## config.mk

```make
export PLATFORM = sky130hd
export DESIGN_NAME = pdma_engine
export DESIGN_NICKNAME = d
export VERILOG_FILES = /design/src/rtl/pdma_engine.sv
export SDC_FILE = /design/constraint.sdc
export NUM_CORES = 1
export LEC_CHECK = 0
export BUFFER_PORTS_ARGS = -buffer_cell sky130_fd_sc_hd__buf_4
export CORE_MARGIN = 2
export CORE_UTILIZATION = 44
export CTS_CLUSTER_SIZE = 16
export DETAILED_ROUTE_END_ITERATION = 6
export SLEW_MARGIN = 20
export SYNTH_ARGS = -nofsm -noshare
export SYNTH_HDL_FRONTEND = slang
export SYNTH_SLANG_ARGS = --single-unit
export TNS_END_PERCENT = 50
```

## constraint.sdc

```tcl
create_clock -name clk -period 8 [get_ports clk]
set_clock_uncertainty 0.2 [all_clocks]
set_input_delay 0.4 -clock clk [delete_from_list [all_inputs] [get_ports clk]]
set_output_delay 0.4 -clock clk [all_outputs]
set_load 0.05 [all_outputs]
```

## src/rtl/pdma_engine.sv

```systemverilog
module pdma_engine #(
  parameter int AW = 32,
  parameter int LW = 16,
  parameter int PAGE_BITS = 12,
  parameter int LONG_RUN = 256,
  parameter int MED_RUN = 16,
  parameter int ENTRY_LG = 3,
  parameter bit BIG_ENDIAN = 1'b1,
  parameter int RW = $clog2(LONG_RUN) + 1
) (
  input  logic          clk,
  input  logic          rst_n,
  input  logic          reg_we,
  input  logic [2:0]    reg_addr,
  input  logic [AW-1:0] reg_wdata,
  output logic [AW-1:0] reg_rdata,
  input  logic          xfer_start,
  input  logic          xfer_to_mem,
  input  logic [LW-1:0] xfer_len,
  output logic          xfer_busy,
  output logic          xfer_done,
  output logic [LW-1:0] xfer_moved,
  output logic          mem_req,
  output logic          mem_we,
  output logic          mem_word,
  output logic [AW-1:0] mem_addr,
  output logic [7:0]    mem_wdata,
  output logic [RW-1:0] mem_run,
  input  logic          mem_ack,
  input  logic [AW-1:0] mem_rdata,
  input  logic          dev_in_valid,
  input  logic [7:0]    dev_in_data,
  output logic          dev_in_ready,
  output logic          dev_out_valid,
  output logic [7:0]    dev_out_data,
  input  logic          dev_out_ready
);
  localparam int LONG_LG = $clog2(LONG_RUN);
  localparam int MED_LG  = $clog2(MED_RUN);
  localparam int EN_RUN  = 0;
  localparam int EN_WR   = 1;
  localparam logic [AW-1:0] CFG_ID = AW'(32'h104);

  typedef enum logic [2:0] {S_IDLE, S_FETCH, S_PLAN, S_GET, S_MWR, S_MRD, S_PUT, S_END} state_t;
  state_t state;

  logic [AW-1:0] mode_r, enable_r, count_r, lstart_r, tbase_r, tlimit_r;
  logic [AW-1:0] cur, cnt_left, page;
  logic [LW-1:0] left, moved;
  logic [RW-1:0] run_len, run_left;
  logic [7:0]    byte_q;
  logic          to_mem_q;

  logic [AW-1:0] entry_sw, entry, paddr, taddr, avail, nxt;
  logic [RW-1:0] run_pick;
  logic          reject, empty, last_byte, run_end, page_cross, step;

  for (genvar g = 0; g < AW/8; g++) begin : g_swap
    assign entry_sw[8*g +: 8] = mem_rdata[AW-8-8*g +: 8];
  end
  assign entry = BIG_ENDIAN ? entry_sw : mem_rdata;

  assign paddr = {page[AW-1:PAGE_BITS], cur[PAGE_BITS-1:0]};
  assign taddr = tbase_r + ((cur >> PAGE_BITS) << ENTRY_LG);
  assign avail = (cnt_left < AW'(left)) ? cnt_left : AW'(left);
  assign nxt   = cur + AW'(1);

  always_comb begin
    if (paddr[LONG_LG-1:0] == '0 && avail >= AW'(LONG_RUN))
      run_pick = RW'(LONG_RUN);
    else if (paddr[MED_LG-1:0] == '0 && avail >= AW'(MED_RUN))
      run_pick = RW'(MED_RUN);
    else
      run_pick = RW'(1);
  end

  assign reject     = !enable_r[EN_RUN] || (xfer_to_mem == enable_r[EN_WR]);
  assign empty      = (xfer_len == '0) || (count_r == '0);
  assign last_byte  = (left == LW'(1)) || (cnt_left == AW'(1));
  assign run_end    = (run_left == RW'(1));
  assign page_cross = (nxt[PAGE_BITS-1:0] == '0);
  assign step = (state == S_MWR && mem_ack) || (state == S_PUT && dev_out_ready);

  assign mem_req       = (state == S_FETCH) || (state == S_MWR) || (state == S_MRD);
  assign mem_we        = (state == S_MWR);
  assign mem_word      = (state == S_FETCH);
  assign mem_addr      = (state == S_FETCH) ? taddr : paddr;
  assign mem_wdata     = byte_q;
  assign mem_run       = run_len;
  assign dev_in_ready  = (state == S_GET);
  assign dev_out_valid = (state == S_PUT);
  assign dev_out_data  = byte_q;

  always_comb begin
    case (reg_addr)
      3'd0:    reg_rdata = CFG_ID;
      3'd1:    reg_rdata = mode_r;
      3'd2:    reg_rdata = enable_r;
      3'd3:    reg_rdata = count_r;
      3'd4:    reg_rdata = lstart_r;
      3'd5:    reg_rdata = tbase_r;
      3'd6:    reg_rdata = tlimit_r;
      default: reg_rdata = '0;
    endcase
  end

  always_ff @(posedge clk or negedge rst_n) begin
    if (!rst_n) begin
      state <= S_IDLE;
      mode_r <= '0; enable_r <= '0; count_r <= '0;
      lstart_r <= '0; tbase_r <= '0; tlimit_r <= '0;
      cur <= '0; cnt_left <= '0; page <= '0;
      left <= '0; moved <= '0; run_len <= '0; run_left <= '0;
      byte_q <= '0; to_mem_q <= 1'b0;
      xfer_busy <= 1'b0; xfer_done <= 1'b0; xfer_moved <= '0;
    end else begin
      xfer_done <= 1'b0;
      if (reg_we) begin
        case (reg_addr)
          3'd1: mode_r   <= reg_wdata;
          3'd2: enable_r <= reg_wdata;
          3'd3: count_r  <= reg_wdata;
          3'd4: lstart_r <= reg_wdata;
          3'd5: tbase_r  <= reg_wdata;
          3'd6: tlimit_r <= reg_wdata;
          default: ;
        endcase
      end
      case (state)
        S_IDLE: if (xfer_start) begin
          if (reject) begin
            xfer_done <= 1'b1;
            xfer_moved <= '0;
          end else if (empty) begin
            xfer_done <= 1'b1;
            xfer_moved <= '0;
            count_r <= '0;
          end else begin
            cur <= lstart_r;
            left <= xfer_len;
            cnt_left <= count_r;
            moved <= '0;
            to_mem_q <= xfer_to_mem;
            xfer_busy <= 1'b1;
            state <= S_FETCH;
          end
        end
        S_FETCH: if (mem_ack) begin
          page <= entry;
          state <= S_PLAN;
        end
        S_PLAN: begin
          run_len <= run_pick;
          run_left <= run_pick;
          state <= to_mem_q ? S_GET : S_MRD;
        end
        S_GET: if (dev_in_valid) begin
          byte_q <= dev_in_data;
          state <= S_MWR;
        end
        S_MRD: if (mem_ack) begin
          byte_q <= mem_rdata[7:0];
          state <= S_PUT;
        end
        S_END: begin
          count_r <= '0;
          xfer_moved <= moved;
          xfer_busy <= 1'b0;
          xfer_done <= 1'b1;
          state <= S_IDLE;
        end
        default: ;
      endcase
      if (step) begin
        cur <= nxt;
        left <= left - LW'(1);
        cnt_left <= cnt_left - AW'(1);
        run_left <= run_left - RW'(1);
        moved <= moved + LW'(1);
        if (run_end && last_byte) state <= S_END;
        else if (run_end && page_cross) state <= S_FETCH;
        else if (run_end) state <= S_PLAN;
        else state <= to_mem_q ? S_GET : S_MRD;
      end
    end
  end
endmodule

```

==> results of run 1 <==
==> sequential cells by signal, indices dropped and copies added, names as in the netlist, 3 cells and up <==
name	cells
cnt_left	32
count_r	32
cur	32
dev_out_data	8
enable_r	32
left	16
lstart_r	32
mem_run	3
mode_r	32
moved	16
page	20
run_left	9
state	3
tbase_r	32
tlimit_r	32
xfer_moved	16
==> per-stage QoR <==
step	total power (uW)	utilization (%)
after floorplan	5380	-
after global placement	6450	49.3
after detailed placement	6530	49.3
after CTS	8420	54.3
after global routing	8900	54.3
final	8400	54.3
==> layout by cell type (no fill, tap or decap), drive strengths merged, types with 10 or more instances in the layout <==
cell type,Yosys,layout
and2,14,14
clkbuf,79,55
o211ai,35,35
o311ai,15,15
ha,44,44
xnor2,12,12
inv,37,38
nor4,23,23
mux2,178,178
nand4,19,19
a211oi,10,10
o21ai,117,117
xor2,16,16
or3,14,14
nand3,95,95
nor2,80,80
and3,16,16
dfrtp,350,350
dlygate4sd3,0,78
buf,39,215
mux2i,11,11
a21oi,83,83
a22o,16,16
a21o,10,10
nand2,243,243
nor3,36,36
a22oi,105,105
a221o,15,15
or4,10,10
==> repair_timing <==
action	4_1_cts	5_1_grt
endpoints found under the hold margin	340	0
gates resized for setup	0	0
hold buffers	78	0
==> layer usage <==
metal,share of wire [%],up-vias,wire (microns)
li1,-,7170,-
met1,46,7751,26100
met2,45,512,25600
met3,6.7,77,3810
met4,2.4,2,1360
met5,0.023,-,13
==> how the worst min path moves through the flow <==
stage / start / cells past startpoint / slack [ns] / endpoint
final: reg_we / 3 / 0.09 / enable_r[26]
after global routing: reg_we / 3 / 0.10 / enable_r[26]
after CTS: reg_we / 3 / 0.07 / enable_r[26]
after detailed placement: mem_run[0] / 2 / 0.28 / mem_run[0]
after global placement: mem_run[0] / 2 / 0.27 / mem_run[0]
after floorplan: rst_n / 0 / -0.1 / cnt_left[0]
==> power by group <==
part / switching (uW) / leakage, uW / internal, uW
Clock: 759 / 0.000619 / 1080
Sequential: 654 / 0.00440 / 2330
Combinational: 2260 / 0.00470 / 1320
==> Yosys cell counts, types with 10 or more instances <==
cell type / count / area [sq um]
sky130_fd_sc_hd__a22o_1: 16 / 140
sky130_fd_sc_hd__nor4_1: 23 / 144
sky130_fd_sc_hd__or3_1: 13 / 81.3
sky130_fd_sc_hd__o21ai_0: 116 / 581
sky130_fd_sc_hd__o211ai_1: 34 / 255
sky130_fd_sc_hd__a21o_1: 10 / 75.1
sky130_fd_sc_hd__inv_1: 37 / 139
sky130_fd_sc_hd__xnor2_1: 12 / 105
sky130_fd_sc_hd__ha_1: 44 / 551
sky130_fd_sc_hd__mux2_2: 178 / 2000
sky130_fd_sc_hd__a21oi_1: 83 / 415
sky130_fd_sc_hd__and2_1: 14 / 87.6
sky130_fd_sc_hd__nand4_1: 19 / 119
sky130_fd_sc_hd__dfrtp_1: 350 / 8760
sky130_fd_sc_hd__and3_1: 16 / 100
sky130_fd_sc_hd__a22oi_1: 105 / 788
sky130_fd_sc_hd__mux2i_1: 11 / 110
sky130_fd_sc_hd__buf_1: 23 / 86.3
sky130_fd_sc_hd__clkbuf_1: 79 / 297
sky130_fd_sc_hd__buf_4: 14 / 105
sky130_fd_sc_hd__nand3_1: 94 / 470
sky130_fd_sc_hd__xor2_1: 16 / 140
sky130_fd_sc_hd__nor2_1: 80 / 300
sky130_fd_sc_hd__o311ai_0: 14 / 123
sky130_fd_sc_hd__a221o_1: 15 / 150
sky130_fd_sc_hd__nor3_1: 35 / 175
sky130_fd_sc_hd__nand2_1: 243 / 912
==> cells by family after synthesis <==
family,synth area share [%]
buf+inv,3.51
flops,48.0
fa+ha+maj,3.13
simple gates,15.2
mux,11.6
compound gates,17.2
xor+xnor,1.34
other cells,0.0206
==> area by class of cell <==
| class | count | share of cell area, % |
|---|---|---|
| diodes | 1 | 0.0113 |
| clock buffers | 55 | 5.08 |
| clock inverters | 13 | 0.756 |
| inverters | 38 | 0.643 |
| multi-input cells | 1320 | 40.2 |
| flip-flops and latches | 350 | 39.5 |
| well taps | 532 | 3.00 |
| repair buffers | 293 | 10.9 |
==> worst reg2reg max path: stages (launching register included) <==
cell and delay [ns]:
sky130_fd_sc_hd__dfrtp_1 0.44, sky130_fd_sc_hd__nor4_1 0.40, sky130_fd_sc_hd__nand4_1 0.45, sky130_fd_sc_hd__o2111ai_4 0.31
sky130_fd_sc_hd__buf_4 0.56, sky130_fd_sc_hd__nand2_1 0.71, sky130_fd_sc_hd__o21ai_0 0.32, sky130_fd_sc_hd__a221o_1 0.17
==> impl_metrics.xml, run 1 <==
<?xml version="1.0" encoding="UTF-8"?>
<metrics>
  <group name="grt">
    <metric name="track_usage" unit="%">26.2</metric>
    <metric name="gr-usage-met1" unit="%">38.0</metric>
    <metric name="first_global_vias" unit="">15124</metric>
    <metric name="congestion_overflow_gr" unit="">0</metric>
    <metric name="wire_length_of_the_first_global_routing_pass" unit="microns">89200</metric>
    <metric name="initial_antenna_violation_count" unit="">2</metric>
    <metric name="met3_grt_util" unit="%">4.95</metric>
    <metric name="met2_usage" unit="%">39.8</metric>
    <metric name="global_route.peak_usage_layer" unit="">met2</metric>
    <metric name="grt_max_degree" unit="">169</metric>
  </group>
  <group name="synthesis">
    <metric name="synth_edf_count" unit="">0</metric>
    <metric name="synth_area" unit="sq um">18200</metric>
    <metric name="synth-warning-count" unit="">0</metric>
    <metric name="synth_cells" unit="">1821</metric>
    <metric name="synth_seq_cells" unit="">350</metric>
    <metric name="asyncSetResetFlopFracSynth" unit="%">100</metric>
    <metric name="synthesis.area_per_instance" unit="sq um">10.0</metric>
    <metric name="synth_top_flop_cell" unit="">sky130_fd_sc_hd__dfrtp_1</metric>
    <metric name="synthDistinctLibCells" unit="">73</metric>
    <metric name="ys_seq_area_share" unit="%">48.0</metric>
  </group>
  <group name="status">
    <metric name="outcome" unit="">complete, no violations</metric>
  </group>
  <group name="clocking">
    <metric name="root_buffer" unit="">sky130_fd_sc_hd__clkbuf_16</metric>
    <metric name="clk-insertion-delay-late" unit="ns">0.57</metric>
    <metric name="clk_pin_slew" unit="ns">0.05</metric>
    <metric name="cts_inserted_buffers" unit="">40</metric>
    <metric name="cts-htree-levels" unit="">2</metric>
    <metric name="numClockSinks" unit="">350</metric>
    <metric name="tritoncts" unit="">done</metric>
    <metric name="cts.path.max_buffers" unit="">3</metric>
    <metric name="postCtsSetupRepairBufs" unit="">0</metric>
  </group>
  <group name="critical_path">
    <metric name="cp-startpoint" unit="">cur[12]</metric>
    <metric name="critical_path.reg2reg.startpoint" unit="">count_r[17]</metric>
    <metric name="criticalPathCategory" unit="">register to output pin</metric>
    <metric name="critical_path_cell_count" unit="">11</metric>
    <metric name="worstPathCellList" unit="">ha_1 -&gt; inv_1 -&gt; fa_1 -&gt; nor2b_1 -&gt; o31a_1 -&gt; o311ai_1 -&gt; a21oi_1 -&gt; a21o_1 -&gt; a21boi_0 -&gt; o31a_1 -&gt; buf_4</metric>
    <metric name="rrSetupSlack" unit="ns">4.34</metric>
    <metric name="worstPathBufferInverterCount" unit="">2</metric>
    <metric name="timing.critical_path.required" unit="ns">7.40</metric>
    <metric name="kind_of_cell_adding_the_most_delay_to_the_critical_path" unit="">compound AO/OA/AOI/OAI gates</metric>
    <metric name="timing.critical_path.from_type" unit="">register</metric>
    <metric name="critical_path.max_stage_delay" unit="ns">0.58</metric>
    <metric name="path_max_fanout" unit="">8</metric>
    <metric name="worst_r2r_path_depth" unit="">7</metric>
    <metric name="crit_end" unit="">mem_addr[25]</metric>
    <metric name="worst_r2r_endpoint" unit="">cur[2]</metric>
    <metric name="cp_slowest_cell" unit="">sky130_fd_sc_hd__a21oi_1</metric>
    <metric name="cp-end-kind" unit="">output pin</metric>
    <metric name="cp_common_cell" unit="">sky130_fd_sc_hd__o31a_1</metric>
    <metric name="worst_ep_arrival_time" unit="ns">3.73</metric>
  </group>
  <group name="power">
    <metric name="vdd_drop_max" unit="mV">0.242</metric>
    <metric name="power_density" unit="nW/um^2">379</metric>
    <metric name="p_leak" unit="uW">0.00972</metric>
  </group>
  <group name="placement">
    <metric name="finalWeightedCongestion" unit="">0.882</metric>
    <metric name="place_ws" unit="ns">4.33</metric>
    <metric name="dp_cells" unit="">2455</metric>
    <metric name="dpl_cell_area" unit="sq um">20100</metric>
    <metric name="dp.final_hpwl" unit="microns">37900</metric>
    <metric name="numPortBuffers" unit="">192</metric>
  </group>
  <group name="cells_and_area">
    <metric name="multi_input_comb_area" unit="sq um">8910</metric>
    <metric name="final_cell_area" unit="sq um">22200</metric>
    <metric name="area_growth" unit="%">21.7</metric>
    <metric name="finalNonFillerCells" unit="">2602</metric>
    <metric name="layout_cells_sized_above_1" unit="%">23.1</metric>
    <metric name="nNetsFinal" unit="">2187</metric>
    <metric name="seqCellArea" unit="sq um">8760</metric>
    <metric name="layout.filler_cells" unit="">3631</metric>
  </group>
  <group name="floorplan">
    <metric name="dieArea" unit="sq um">43100</metric>
    <metric name="pin_count" unit="">211</metric>
    <metric name="die_y" unit="microns">208</metric>
    <metric name="std_cell_core_area" unit="sq um">40800</metric>
    <metric name="start_util" unit="%">44.7</metric>
    <metric name="placementRows" unit="">74</metric>
    <metric name="chipWidth" unit="microns">208</metric>
  </group>
  <group name="timing">
    <metric name="hold_ws" unit="ns">0.0941</metric>
    <metric name="worst_slew_pin_slew" unit="ns">1.09</metric>
    <metric name="hold_viol" unit="">0</metric>
    <metric name="timing.final.crit_period" unit="ns">4.33</metric>
    <metric name="finalSetupViolations" unit="">0</metric>
    <metric name="finalMaxSlewViolations" unit="">0</metric>
    <metric name="setup_repair_after_global_routing_missed_its_margin" unit="">false</metric>
    <metric name="timing.final.crit_share" unit="%">54.1</metric>
    <metric name="achievable-frequency" unit="MHz">231</metric>
    <metric name="final_worst_path_setup_slack" unit="ns">3.67</metric>
    <metric name="sum_of_negative_setup_slack" unit="ns">0</metric>
    <metric name="maxSlewHeadroom" unit="%">27.1</metric>
  </group>
  <group name="drt">
    <metric name="wl_per_cell" unit="microns">21.9</metric>
    <metric name="drcViolationCount" unit="">0</metric>
    <metric name="dr_total_vias" unit="">15512</metric>
    <metric name="detail-route-antenna-nets" unit="">0</metric>
    <metric name="detail_route.iter0.violations" unit="">1295</metric>
    <metric name="detail_route.wirelength" unit="microns">56900</metric>
    <metric name="drt-vias-per-instance" unit="">5.96</metric>
    <metric name="firstDrtPassIters" unit="">6</metric>
  </group>
  <group name="flow_run">
    <metric name="max_cap_violations" unit="">0</metric>
  </group>
  <group name="worst_hold_path">
    <metric name="worst_hold_path_type" unit="">primary input to register</metric>
  </group>
</metrics>
No activity file was read; power rests on OpenSTA's default activity.
==> run 2, diff against run 1 <==
==> constraint.sdc (replaced) <==
create_clock -name clk -period 4.25 [get_ports clk]
set_clock_uncertainty 0.2 [all_clocks]
set_input_delay 0.2125 -clock clk [delete_from_list [all_inputs] [get_ports clk]]
set_output_delay 0.2125 -clock clk [all_outputs]
set_load 0.05 [all_outputs]
==> impl_metrics.xml, run 2 (synthesis results as in run 1) <==
<?xml version="1.0" encoding="UTF-8"?>
<metrics>
  <group name="clocking">
    <metric name="tritoncts" unit="">done</metric>
    <metric name="root_buffer" unit="">sky130_fd_sc_hd__clkbuf_16</metric>
    <metric name="numClockSinks" unit="">350</metric>
    <metric name="cts-htree-levels" unit="">2</metric>
    <metric name="clk-insertion-delay-late" unit="ns">0.56</metric>
    <metric name="postCtsSetupRepairBufs" unit="">0</metric>
    <metric name="clk_pin_slew" unit="ns">0.06</metric>
    <metric name="cts.path.max_buffers" unit="">3</metric>
    <metric name="cts_inserted_buffers" unit="">39</metric>
  </group>
  <group name="floorplan">
    <metric name="pin_count" unit="">211</metric>
    <metric name="chipWidth" unit="microns">208</metric>
    <metric name="dieArea" unit="sq um">43100</metric>
    <metric name="placementRows" unit="">74</metric>
    <metric name="std_cell_core_area" unit="sq um">40800</metric>
    <metric name="start_util" unit="%">44.7</metric>
    <metric name="die_y" unit="microns">208</metric>
  </group>
  <group name="timing">
    <metric name="setup_repair_after_global_routing_missed_its_margin" unit="">false</metric>
    <metric name="worst_slew_pin_slew" unit="ns">1.15</metric>
    <metric name="finalMaxSlewViolations" unit="">0</metric>
    <metric name="timing.final.crit_share" unit="%">93.6</metric>
    <metric name="sum_of_negative_setup_slack" unit="ns">0</metric>
    <metric name="timing.final.crit_period" unit="ns">3.98</metric>
    <metric name="achievable-frequency" unit="MHz">251</metric>
    <metric name="final_worst_path_setup_slack" unit="ns">0.272</metric>
    <metric name="finalSetupViolations" unit="">0</metric>
    <metric name="hold_viol" unit="">0</metric>
    <metric name="maxSlewHeadroom" unit="%">23.2</metric>
  </group>
  <group name="placement">
    <metric name="numPortBuffers" unit="">192</metric>
    <metric name="finalWeightedCongestion" unit="">0.879</metric>
    <metric name="place_ws" unit="ns">0.775</metric>
    <metric name="dp.final_hpwl" unit="microns">39600</metric>
  </group>
  <group name="critical_path">
    <metric name="cp-startpoint" unit="">tbase_r[6]</metric>
    <metric name="worst_r2r_path_depth" unit="">7</metric>
    <metric name="path_max_fanout" unit="">7</metric>
    <metric name="worst_r2r_endpoint" unit="">cnt_left[31]</metric>
    <metric name="worst_ep_arrival_time" unit="ns">3.57</metric>
    <metric name="timing.critical_path.required" unit="ns">3.84</metric>
    <metric name="timing.critical_path.from_type" unit="">register</metric>
    <metric name="cp-end-kind" unit="">output pin</metric>
    <metric name="criticalPathCategory" unit="">register to output pin</metric>
    <metric name="critical_path.reg2reg.startpoint" unit="">state[1]</metric>
    <metric name="rrSetupSlack" unit="ns">1.03</metric>
  </group>
  <group name="power">
    <metric name="power_density" unit="nW/um^2">709</metric>
    <metric name="vdd_drop_max" unit="mV">0.405</metric>
    <metric name="p_leak" unit="uW">0.00985</metric>
  </group>
  <group name="drt">
    <metric name="drcViolationCount" unit="">0</metric>
    <metric name="firstDrtPassIters" unit="">5</metric>
    <metric name="detail_route.wirelength" unit="microns">56900</metric>
    <metric name="drt-vias-per-instance" unit="">5.95</metric>
    <metric name="dr_total_vias" unit="">15600</metric>
    <metric name="detail-route-antenna-nets" unit="">0</metric>
    <metric name="wl_per_cell" unit="microns">21.7</metric>
    <metric name="detail_route.iter0.violations" unit="">1218</metric>
  </group>
  <group name="grt">
    <metric name="wire_length_of_the_first_global_routing_pass" unit="microns">89900</metric>
    <metric name="global_route.peak_usage_layer" unit="">met2</metric>
    <metric name="initial_antenna_violation_count" unit="">0</metric>
    <metric name="met3_grt_util" unit="%">3.74</metric>
    <metric name="track_usage" unit="%">26.4</metric>
    <metric name="congestion_overflow_gr" unit="">0</metric>
    <metric name="met2_usage" unit="%">40.0</metric>
    <metric name="first_global_vias" unit="">15228</metric>
    <metric name="gr-usage-met1" unit="%">39.4</metric>
    <metric name="grt_max_degree" unit="">110</metric>
  </group>
  <group name="cells_and_area">
    <metric name="antenna-diode-count" unit="">0</metric>
    <metric name="layout_commonest_cell" unit="">sky130_fd_sc_hd__dfrtp_1</metric>
    <metric name="layout_cells_sized_above_1" unit="%">23.5</metric>
    <metric name="multi_input_comb_area" unit="sq um">8910</metric>
    <metric name="layout.filler_cells" unit="">3593</metric>
    <metric name="area_growth" unit="%">22.8</metric>
    <metric name="nNetsFinal" unit="">2207</metric>
    <metric name="most-common-layout-cells" unit="">sky130_fd_sc_hd__dfrtp_1, sky130_fd_sc_hd__nand2_1, sky130_fd_sc_hd__buf_4, sky130_fd_sc_hd__mux2_2, sky130_fd_sc_hd__o21ai_0</metric>
    <metric name="seqCellArea" unit="sq um">8760</metric>
  </group>
  <group name="worst_hold_path">
    <metric name="worstHoldStart" unit="">reg_we</metric>
    <metric name="worst_hold_path_type" unit="">primary input to register</metric>
    <metric name="endpoint_of_the_worst_hold_path" unit="">count_r[22]</metric>
    <metric name="min_path_cells" unit="">4</metric>
  </group>
  <group name="flow_run">
    <metric name="max_cap_violations" unit="">0</metric>
  </group>
  <group name="status">
    <metric name="outcome" unit="">complete, no violations</metric>
  </group>
</metrics>
[run 2: worst max-delay path by stage]
stage and end:
6_report mem_addr[26], 3_3_place_gp mem_addr[31], 5_1_grt mem_addr[31], 3_5_place_dp mem_addr[25], 4_1_cts mem_addr[25], 2_1_floorplan mem_addr[31]
[run 2: where the power goes]
group / internal [uW] / total [uW] / leakage (uW) / switching [uW]
Combinational: 2570 / 6860 / 0.00481 / 4290
Clock: 2020 / 3420 / 0.000638 / 1400
Sequential: 4380 / 5610 / 0.00440 / 1220
Total: 8960 / 15900 / 0.00985 / 6920
[run 2: metrics by stage]
step | total power (uW) | hold WS [ns] | utilization (%) | instances | area (sq um)
after floorplan | 10100 | -0.283 | - | 1826 | 18300
after global placement | 12200 | 0.157 | 49.5 | 2465 | 20200
after detailed placement | 12300 | 0.156 | 49.5 | 2465 | 20200
after CTS | 15900 | 0.0687 | 54.8 | 2623 | 22400
after global routing | 16800 | 0.106 | 54.9 | 2623 | 22400
final | 15900 | 0.106 | 54.9 | 2623 | 22400
[run 2: what timing repair did]
item / 4_1_cts / 5_1_grt
endpoints found under the setup margin: 0 / 6
hold buffers: 89 / 0
endpoints found under the hold margin: 345 / 0
gates resized for setup: 0 / 2
[run 2: layer usage]
metal | wire [microns] | vias to the layer above | share of wire, %
met5 | 0 | - | 0
met4 | 1360 | 0 | 2.4
met3 | 3710 | 79 | 6.5
met2 | 25400 | 491 | 45
met1 | 26500 | 7824 | 47
li1 | - | 7206 | -
[run 2: area by class of cell]
cell class                      count  area share [%]
Clock buffer                       57            5.20
Sequential cell                   350            39.1
Inverter                           38           0.637
Clock inverter                     12           0.520
Tap cell                          532            2.97
Multi-Input combinational cell   1320            39.8
Timing Repair Buffer              314            11.8
[run 2: worst max-delay path, stage by stage, from the launching register on]
cell                      delay [ns]
sky130_fd_sc_hd__dfrtp_1        0.48
sky130_fd_sc_hd__ha_1           0.38
sky130_fd_sc_hd__o21ai_0        0.14
sky130_fd_sc_hd__o21ai_0        0.21
sky130_fd_sc_hd__nand2_1        0.17
sky130_fd_sc_hd__o21ai_0        0.61
sky130_fd_sc_hd__a22oi_2        0.26
sky130_fd_sc_hd__or4_1          0.45
sky130_fd_sc_hd__nand3_1        0.11
sky130_fd_sc_hd__buf_4          0.20
==> run 3, diff against run 2 <==
--- a/config.mk
+++ b/config.mk
@@ -8,8 +8,9 @@
 export BUFFER_PORTS_ARGS = -buffer_cell sky130_fd_sc_hd__buf_4
 export CORE_MARGIN = 2
 export CORE_UTILIZATION = 44
-export CTS_CLUSTER_SIZE = 16
+export CTS_CLUSTER_SIZE = 25
 export DETAILED_ROUTE_END_ITERATION = 6
+export RECOVER_POWER = 25
 export SLEW_MARGIN = 20
 export SYNTH_ARGS = -nofsm -noshare
 export SYNTH_HDL_FRONTEND = slang
==> impl_metrics.xml, run 3 (synthesis results as in run 1) <==
<?xml version="1.0" encoding="UTF-8"?>
<metrics>
  <group name="timing">
    <metric name="achievable-frequency" unit="MHz">251</metric>
    <metric name="worst_slew_pin_slew" unit="ns">2.96</metric>
    <metric name="hold_viol" unit="">0</metric>
    <metric name="finalSetupViolations" unit="">0</metric>
    <metric name="sum_of_negative_setup_slack" unit="ns">0</metric>
    <metric name="maxSlewHeadroom" unit="%">-97.2</metric>
    <metric name="timing.final.crit_period" unit="ns">3.99</metric>
    <metric name="timing.final.crit_share" unit="%">93.9</metric>
    <metric name="setup_repair_after_global_routing_missed_its_margin" unit="">false</metric>
    <metric name="finalMaxSlewViolations" unit="">107</metric>
  </group>
  <group name="drt">
    <metric name="detail-route-antenna-nets" unit="">0</metric>
    <metric name="detail_route.iter0.violations" unit="">1288</metric>
    <metric name="drt-vias-per-instance" unit="">5.94</metric>
    <metric name="firstDrtPassIters" unit="">5</metric>
    <metric name="dr_total_vias" unit="">15592</metric>
    <metric name="detail_route.wirelength" unit="microns">57100</metric>
    <metric name="drcViolationCount" unit="">0</metric>
    <metric name="wl_per_cell" unit="microns">21.8</metric>
  </group>
  <group name="critical_path">
    <metric name="rrSetupSlack" unit="ns">1.03</metric>
    <metric name="worst_r2r_endpoint" unit="">cnt_left[31]</metric>
    <metric name="timing.critical_path.from_type" unit="">register</metric>
    <metric name="criticalPathCategory" unit="">register to output pin</metric>
    <metric name="timing.critical_path.required" unit="ns">3.84</metric>
    <metric name="cp-end-kind" unit="">output pin</metric>
    <metric name="critical_path.reg2reg.startpoint" unit="">state[1]</metric>
    <metric name="worst_r2r_path_depth" unit="">7</metric>
    <metric name="path_max_fanout" unit="">7</metric>
    <metric name="worst_ep_arrival_time" unit="ns">3.58</metric>
  </group>
  <group name="cells_and_area">
    <metric name="antenna-diode-count" unit="">0</metric>
    <metric name="most-common-layout-cells" unit="">sky130_fd_sc_hd__dfrtp_1, sky130_fd_sc_hd__nand2_1, sky130_fd_sc_hd__buf_4, sky130_fd_sc_hd__mux2_2, sky130_fd_sc_hd__o21ai_0</metric>
    <metric name="area_growth" unit="%">22.1</metric>
    <metric name="nNetsFinal" unit="">2207</metric>
    <metric name="layout_commonest_cell" unit="">sky130_fd_sc_hd__dfrtp_1</metric>
    <metric name="finalNonFillerCells" unit="">2623</metric>
    <metric name="layout_cells_sized_above_1" unit="%">22.0</metric>
  </group>
  <group name="worst_hold_path">
    <metric name="min_path_cells" unit="">4</metric>
    <metric name="endpoint_of_the_worst_hold_path" unit="">count_r[22]</metric>
    <metric name="worst_hold_path_type" unit="">primary input to register</metric>
    <metric name="worstHoldStart" unit="">reg_we</metric>
  </group>
  <group name="power">
    <metric name="power_density" unit="nW/um^2">710</metric>
    <metric name="vdd_drop_max" unit="mV">0.403</metric>
    <metric name="p_leak" unit="uW">0.00972</metric>
  </group>
  <group name="status">
    <metric name="outcome" unit="">finished with violations</metric>
    <metric name="violations" unit="">capacitance limit, slew limit</metric>
  </group>
  <group name="placement">
    <metric name="dp_cells" unit="">2465</metric>
    <metric name="numPortBuffers" unit="">192</metric>
    <metric name="finalWeightedCongestion" unit="">0.879</metric>
    <metric name="dp.final_hpwl" unit="microns">39600</metric>
  </group>
  <group name="flow_run">
    <metric name="max_cap_violations" unit="">1</metric>
  </group>
  <group name="clocking">
    <metric name="numClockSinks" unit="">350</metric>
    <metric name="root_buffer" unit="">sky130_fd_sc_hd__clkbuf_16</metric>
    <metric name="clk_pin_slew" unit="ns">0.06</metric>
    <metric name="clk-insertion-delay-late" unit="ns">0.56</metric>
    <metric name="cts-htree-levels" unit="">2</metric>
    <metric name="cts_inserted_buffers" unit="">39</metric>
    <metric name="tritoncts" unit="">done</metric>
    <metric name="cts.path.max_buffers" unit="">3</metric>
  </group>
  <group name="floorplan">
    <metric name="placementRows" unit="">74</metric>
    <metric name="std_cell_core_area" unit="sq um">40800</metric>
    <metric name="dieArea" unit="sq um">43100</metric>
    <metric name="start_util" unit="%">44.7</metric>
    <metric name="chipWidth" unit="microns">208</metric>
    <metric name="pin_count" unit="">211</metric>
    <metric name="die_y" unit="microns">208</metric>
  </group>
  <group name="grt">
    <metric name="wire_length_of_the_first_global_routing_pass" unit="microns">89900</metric>
    <metric name="first_global_vias" unit="">15228</metric>
    <metric name="congestion_overflow_gr" unit="">0</metric>
    <metric name="initial_antenna_violation_count" unit="">0</metric>
    <metric name="grt_max_degree" unit="">110</metric>
    <metric name="track_usage" unit="%">26.4</metric>
  </group>
</metrics>
-- run 3: cell types whose count changed in the layout (fill, tap and decap cells not counted), sizes merged --
| cell | previous run | this run |
|---|---|---|
| buf | 225 | 192 |
| clkbuf | 57 | 90 |
-- run 3: power by group --
group / leakage, uW / internal [uW] / switching [uW]
Clock: 0.000638 / 2020 / 1390
Sequential: 0.00440 / 4380 / 1230
Combinational: 0.00468 / 2490 / 4290
Total: 0.00972 / 8890 / 6920
-- run 3: what timing repair did --
action	CTS	global route
buffers inserted	0	0
hold buffers	89	0
hold endpoints to repair	345	0
setup endpoints to repair	0	6
resized for setup	0	2
-- run 3: stage by stage --
| step | total power (uW) | hold slack, ns | setup WS (ns) | util, % | cell area (sq um) |
|---|---|---|---|---|---|
| after floorplan | 10100 | -0.283 | 0.506 | - | 18300 |
| after global placement | 12200 | 0.157 | 0.800 | 49.5 | 20200 |
| after detailed placement | 12300 | 0.156 | 0.775 | 49.5 | 20200 |
| after CTS | 15900 | 0.0687 | 0.173 | 54.8 | 22400 |
| after global routing | 16800 | 0.106 | 0.0641 | 54.5 | 22300 |
| final | 15800 | 0.108 | 0.261 | 54.5 | 22300 |
-- run 3: layer usage --
layer / share of wire [%] / track usage, %
met5: 0 / 0
met4: 2.4 / 7.71
met3: 6.4 / 3.74
met2: 44 / 40.0
met1: 47 / 39.4
-- run 3: critical path, stage by stage (launching register included) --
cell and delay (ns):
sky130_fd_sc_hd__dfrtp_1 0.48, sky130_fd_sc_hd__ha_1 0.38, sky130_fd_sc_hd__o21ai_0 0.14, sky130_fd_sc_hd__o21ai_0 0.21
sky130_fd_sc_hd__nand2_1 0.17, sky130_fd_sc_hd__o21ai_0 0.62, sky130_fd_sc_hd__a22oi_2 0.26, sky130_fd_sc_hd__or4_1 0.45
sky130_fd_sc_hd__nand3_1 0.11, sky130_fd_sc_hd__buf_4 0.20
-- run 3: worst max-delay path by stage --
stage                     startpoint      endpoint  slack (ns)  cells past startpoint
after detailed placement     cur[12]  mem_addr[25]        0.78                     11
after CTS                    cur[12]  mem_addr[25]        0.17                     11
after global placement       cur[12]  mem_addr[31]        0.80                     11
final                     tbase_r[6]  mem_addr[26]        0.26                      9
after global routing         cur[12]  mem_addr[31]        0.06                     11
after floorplan              cur[12]  mem_addr[31]        0.51                     10
-- run 3: layout make-up --
cell class              instances  area, sq um
inverters                      38          143
clock inverters                12          116
flip-flops and latches        350         8760
well taps                     532          666
repair buffers                314         2510
clock buffers                  57         1160
fillers                      3627        18600
multi-input cells            1320         8910
